File: src/rtl/bpred_pkg.sv
// Shared types for the branch direction table.
// Assumes nothing beyond a 2-bit state per slot.
package bpred_pkg;

    // State encoding; bit 1 is the predicted direction.
    typedef enum logic [1:0] {
        CTR_SNT = 2'b00,
        CTR_WNT = 2'b01,
        CTR_WT  = 2'b10,
        CTR_ST  = 2'b11
    } ctr_e;

    localparam ctr_e CTR_RESET = CTR_WNT;

endpackage

File: src/rtl/bpred_ctr_next.sv
// Next-state rule for one slot: step toward the resolved outcome,
// saturating at the strong ends. Purely combinational.
module bpred_ctr_next
    import bpred_pkg::*;
(
    input  logic [1:0] cur_state,
    input  logic       outcome,
    output logic [1:0] nxt_state
);

    ctr_e cur;
    ctr_e nxt;

    assign cur       = ctr_e'(cur_state);
    assign nxt_state = nxt;

    // Select the next state from the current state and the real direction.
    always_comb begin
        unique case (cur)
            CTR_SNT: nxt = outcome ? CTR_WNT : CTR_SNT;
            CTR_WNT: nxt = outcome ? CTR_WT  : CTR_SNT;
            CTR_WT:  nxt = outcome ? CTR_ST  : CTR_WNT;
            default: nxt = outcome ? CTR_ST  : CTR_WT;
        endcase
    end

endmodule

File: src/rtl/bpred_store.sv
// Storage of N_ENT 2-bit slots with a single write port.
// Assumes wr_idx is below N_ENT whenever wr_en is high.
module bpred_store
    import bpred_pkg::*;
#(
    parameter int IDX_W = 6,
    localparam int N_ENT = 1 << IDX_W
) (
    input  logic               clk,
    input  logic               rst_n,
    input  logic               wr_en,
    input  logic [IDX_W-1:0]   wr_idx,
    input  logic [1:0]         wr_val,
    output logic [2*N_ENT-1:0] state_flat
);

    for (genvar g = 0; g < N_ENT; g++) begin : g_slot
        logic [1:0] slot_q;

        // Reset to weak not-taken; load when this slot is addressed.
        always_ff @(posedge clk) begin
            if (!rst_n)
                slot_q <= CTR_RESET;
            else if (wr_en && (wr_idx == IDX_W'(g)))
                slot_q <= wr_val;
        end

        assign state_flat[2*g +: 2] = slot_q;
    end

endmodule

File: src/rtl/bpred_read.sv
// Combinational read of one slot from the flattened state vector.
// Assumes idx addresses an existing slot.
module bpred_read #(
    parameter int IDX_W = 6,
    localparam int N_ENT = 1 << IDX_W
) (
    input  logic [2*N_ENT-1:0] state_flat,
    input  logic [IDX_W-1:0]   idx,
    output logic [1:0]         state
);

    // Pick the two bits of the addressed slot.
    always_comb begin
        state = state_flat[{idx, 1'b0} +: 2];
    end

endmodule

File: src/rtl/bpred_table.sv
// Direct-mapped two-bit branch direction table with a lookup port and
// an update port. Each port can bypass the table with an instruction hint.
// Assumes at most one resolved branch per cycle.
module bpred_table #(
    parameter int PC_W    = 32,
    parameter int IDX_W   = 6,
    parameter int IDX_LSB = 2
) (
    input  logic            clk,
    input  logic            rst_n,
    input  logic [PC_W-1:0] lk_pc,
    input  logic            lk_static,
    input  logic            lk_hint,
    output logic            lk_taken,
    input  logic            up_valid,
    input  logic [PC_W-1:0] up_pc,
    input  logic            up_static,
    input  logic            up_hint,
    input  logic            up_outcome,
    output logic            up_mispredict
);

    localparam int N_ENT = 1 << IDX_W;

    logic [IDX_W-1:0]   lk_idx;
    logic [IDX_W-1:0]   up_idx;
    logic [1:0]         lk_state;
    logic [1:0]         up_state;
    logic [1:0]         up_next;
    logic               up_guess;
    logic               tbl_wr;
    logic [2*N_ENT-1:0] state_flat;

    assign lk_idx = lk_pc[IDX_LSB +: IDX_W];
    assign up_idx = up_pc[IDX_LSB +: IDX_W];

    bpred_store #(.IDX_W(IDX_W)) u_store (
        .clk        (clk),
        .rst_n      (rst_n),
        .wr_en      (tbl_wr),
        .wr_idx     (up_idx),
        .wr_val     (up_next),
        .state_flat (state_flat)
    );

    bpred_read #(.IDX_W(IDX_W)) u_rd_lk (
        .state_flat (state_flat),
        .idx        (lk_idx),
        .state      (lk_state)
    );

    bpred_read #(.IDX_W(IDX_W)) u_rd_up (
        .state_flat (state_flat),
        .idx        (up_idx),
        .state      (up_state)
    );

    bpred_ctr_next u_next (
        .cur_state (up_state),
        .outcome   (up_outcome),
        .nxt_state (up_next)
    );

    // Lookup direction: hint in static mode, stored bit 1 otherwise.
    always_comb begin
        lk_taken = lk_static ? lk_hint : lk_state[1];
    end

    // Update side: guess that was made, misprediction flag, write enable.
    always_comb begin
        up_guess      = up_static ? up_hint : up_state[1];
        up_mispredict = up_valid && (up_guess != up_outcome);
        tbl_wr        = up_valid && !up_static;
    end

endmodule

File: config.mk
export PLATFORM = sky130hd
export DESIGN_NAME = bpred_table
export DESIGN_NICKNAME = d
export VERILOG_FILES = /design/src/rtl/bpred_pkg.sv /design/src/rtl/bpred_ctr_next.sv /design/src/rtl/bpred_store.sv /design/src/rtl/bpred_read.sv /design/src/rtl/bpred_table.sv
export SDC_FILE = /design/constraint.sdc
export NUM_CORES = 1
export LEC_CHECK = 0
export ABC_AREA = 1
export CAP_MARGIN = 40
export CORE_MARGIN = 5
export CORE_UTILIZATION = 45
export CTS_CLUSTER_DIAMETER = 150
export DETAILED_ROUTE_END_ITERATION = 7
export MAX_ROUTING_LAYER = met4
export PLACE_DENSITY_LB_ADDON = 0.2
export RECOVER_POWER = 100
export SYNTH_ARGS = -nofsm -noshare
export SYNTH_HDL_FRONTEND = slang
export SYNTH_SLANG_ARGS = --single-unit
File: constraint.sdc
create_clock -name clk -period 3.26 [get_ports clk]
set_clock_uncertainty 0.2 [all_clocks]
set_input_delay 0.326 -clock clk [delete_from_list [all_inputs] [get_ports clk]]
set_output_delay 0.326 -clock clk [all_outputs]
set_load 0.02 [all_outputs]
==> flow_metrics.tcl <==
set metrics [dict create \
    hold_viol_final 0 \
    boundaryPins 74 \
    p_sw_mw 1.071 \
    slew_violations 0 \
    synth-seq-cells 128 \
    cp-start-kind "input port" \
    area_growth_pct 16.69 \
    wl_um 24480 \
    crit_fanout 21 \
    critPathArrivalTime_ns 3.12 \
    fin_crit_ns 3.001 \
    first_pass_iters 6 \
    num_rows 47 \
    cp.required_ns 3.38 \
    leakagePower_nw 3.921 \
    clockBufferDepth 2 \
    path_class "in2reg" \
    whs_ns 0.2649 \
    cts_buffers 17 \
    syn_avg_cell_area_um2 5.722 \
    registers.top_by_ff_count "u_store.g_slot.slot_q" \
    clock.fmax_mhz 333.2 \
    pwr-share-comb 0.112 \
    reg2reg_slack_ns 0.89 \
    post_cts_buffers 0 \
    ys_warn_count 0 \
    hold_path_class "reg2reg" \
    yosysUniqueCellTypes 20 \
    die_h_um 140.7 \
    clkLatencyLatePin_ns 0.42 \
    largest_reg_flops 128 \
    io_buffers 21 \
    drive_gt1_frac 0.06477 \
    intPower_mw 3.208 \
    coreArea_um2 16640 \
    run_status "completed" \
    syn_inst 1343 \
    grt_max_degree 50 \
    cp_common_cell "nand2_1" \
    die_w_um 140.7 \
    clock_power_share 0.520 \
    place_congestion 0.9426 \
    top_regs "u_store.g_slot.slot_q: 128 flops" \
    dp_hpwl_um 16370 \
    max-slew-margin-rel 0.5216 \
    powerDensity_nw_per_um2 477.2 \
    tritoncts "yes" \
    ys_seq_area_frac 0.3334 \
    ant_nets 0 \
    viasPerCell 5.176 \
    tightest_slew_ns 0.7168 \
    rsz0062_at_grt "false" \
    swShare 0.2503 \
    max-cap-violations 0 \
    synth_area_um2 7685 \
    synth_nets 1415 \
    critical_path.cell_chain "clkdlybuf4s50_1 -> buf_4 -> nor2_1 -> clkbuf_1 -> nand2_1 -> nand3_1 -> nand2_1 -> nand2_1 -> nor2_1 -> nor2_1 -> nor2_1 -> nand2_1 -> nand2_1 -> clkbuf_4 -> nand3_1 -> nand2_1 -> inv_1" \
    worst_setup_path_end_kind "flip-flop" \
    grt_usage 0.2568 \
    antenna_found_initial 0 \
    max_stage_delay_ns 0.57 \
    wl_per_cell_um 15.36 \
    total_power_mw 4.279 \
    setup_viol 0 \
    pwr-share-seq 0.368 \
    drcViolationCount 0 \
    vias 8250 \
    diodes 0 \
    drt-initial-drc-count 823 \
    cp_slowest_cell "clkdlybuf4s50_1" \
    cts_max_level 4 \
    start_util 0.4618 \
    grt_pass1_vias 7423 \
    grt_remaining_overflow 0 \
    filler_cell_count 1708 \
    nets 1433 \
    peakVddDrop_mv 0.3600 \
    grt_first_pass_wirelength_um 39490 \
    clk_pin_slew_ns 0.06 \
    dieArea_um2 19790 \
    min_period_over_period 0.9206 \
    cts_sinks 128 \
    ctsRootBufferMaster "clkbuf_16" \
]
==> power groups by stage <==
stage	clock [mW]	sequential, mW	combinational [mW]
floorplan	0	1.61	0.280
global placement	0	1.61	0.485
detailed placement	0	1.61	0.488
CTS	2.24	1.57	0.489
global route	2.31	1.57	0.518
finish	2.23	1.57	0.477
==> logic make-up (layout without fill, tap and decap cells) <==
| group | count (synthesis) | count (layout) | synth area share |
|---|---|---|---|
| AND/OR/NAND/NOR | 772 | 772 | 0.4065 |
| AO/OA/AOI/OAI | 173 | 173 | 0.1172 |
| buffers and inverters | 270 | 301 | 0.1428 |
| flip-flops | 128 | 128 | 0.3334 |
==> final cells by class <==
| class | count | area, µm² | area share |
|---|---|---|---|
| multi-input combinational | 945 | 4018 | 0.4480 |
| sequential | 128 | 2562 | 0.2858 |
| inverter | 199 | 749.5 | 0.08358 |
| timing repair buffer | 70 | 683.2 | 0.07618 |
| clock buffer | 22 | 474.2 | 0.05288 |
| tap | 220 | 275.3 | 0.03070 |
| clock inverter | 10 | 205.2 | 0.02288 |
==> worst max-delay path: cells and delay by family <==
family | cells | cell delay (ns)
buffers and inverters | 5 | 1.43
AND/OR/NAND/NOR | 12 | 1.35
==> per-stage QoR <==
stage / util / TNS, ns / setup WS, ns / cell area, µm² / instances
2_1_floorplan: - / 0 / 0.9883 / 7685 / 1343
3_3_place_gp: 0.5013 / -0.04294 / -0.04294 / 8343 / 1562
3_5_place_dp: 0.5013 / -0.0003431 / -0.0003431 / 8343 / 1562
4_1_cts: 0.5422 / 0 / 0.08274 / 9024 / 1594
5_1_grt: 0.5388 / 0 / 0.01852 / 8967 / 1594
6_report: 0.5388 / 0 / 0.2587 / 8967 / 1594
==> cell usage after synthesis (all sizes together) <==
cell type | number | share of area
or2 | 1 | 0.00081
dfxtp | 128 | 0.33
inv | 199 | 0.097
o211ai | 13 | 0.013
nor2 | 192 | 0.095
a21oi | 113 | 0.074
nand3 | 163 | 0.11
o21ai | 46 | 0.030
buf | 41 | 0.031
clkbuf | 30 | 0.015
nand4 | 1 | 0.00081
nand2 | 415 | 0.20
a21o | 1 | 0.00098
==> cell usage in the layout (no fill, tap or decap), drive strengths merged <==
| cell type | instances |
|---|---|
| o211ai | 13 |
| a21oi | 113 |
| nand4 | 1 |
| clkbuf | 27 |
| nor2 | 192 |
| dfxtp | 128 |
| a21o | 1 |
| o21ai | 46 |
| nand2 | 415 |
| bufinv | 6 |
| clkinv | 2 |
| dlygate4sd2 | 1 |
| inv | 199 |
| clkdlybuf4s50 | 17 |
| or2 | 1 |
| buf | 47 |
| clkinvlp | 2 |
| nand3 | 163 |
==> path summary, 6_finish.rpt <==
path	endpoint	cells past startpoint	from
setup / recovery	u_store.g_slot[31].slot_q[1]	17	up_pc[3]
hold / removal	u_store.g_slot[21].slot_q[0]	2	u_store.g_slot[21].slot_q[0]
setup reg to reg	u_store.g_slot[31].slot_q[1]	15	u_store.g_slot[26].slot_q[0]
hold reg to reg	u_store.g_slot[21].slot_q[0]	2	u_store.g_slot[21].slot_q[0]
==> metal layers <==
metal,vias up,GRT usage,share of wire
met1,3732,0.3611,0.46
met5,-,-,0
met2,301,0.3826,0.44
met3,34,0.04301,0.077
met4,0,0.07037,0.017
li1,4183,-,-
==> repair_timing <==
item / 4_1_cts / 5_1_grt
hold buffers: 0 / 0
gates resized for setup: 2 / 4
setup endpoints to repair: 1 / 2
(Power assumes the default switching activity.)
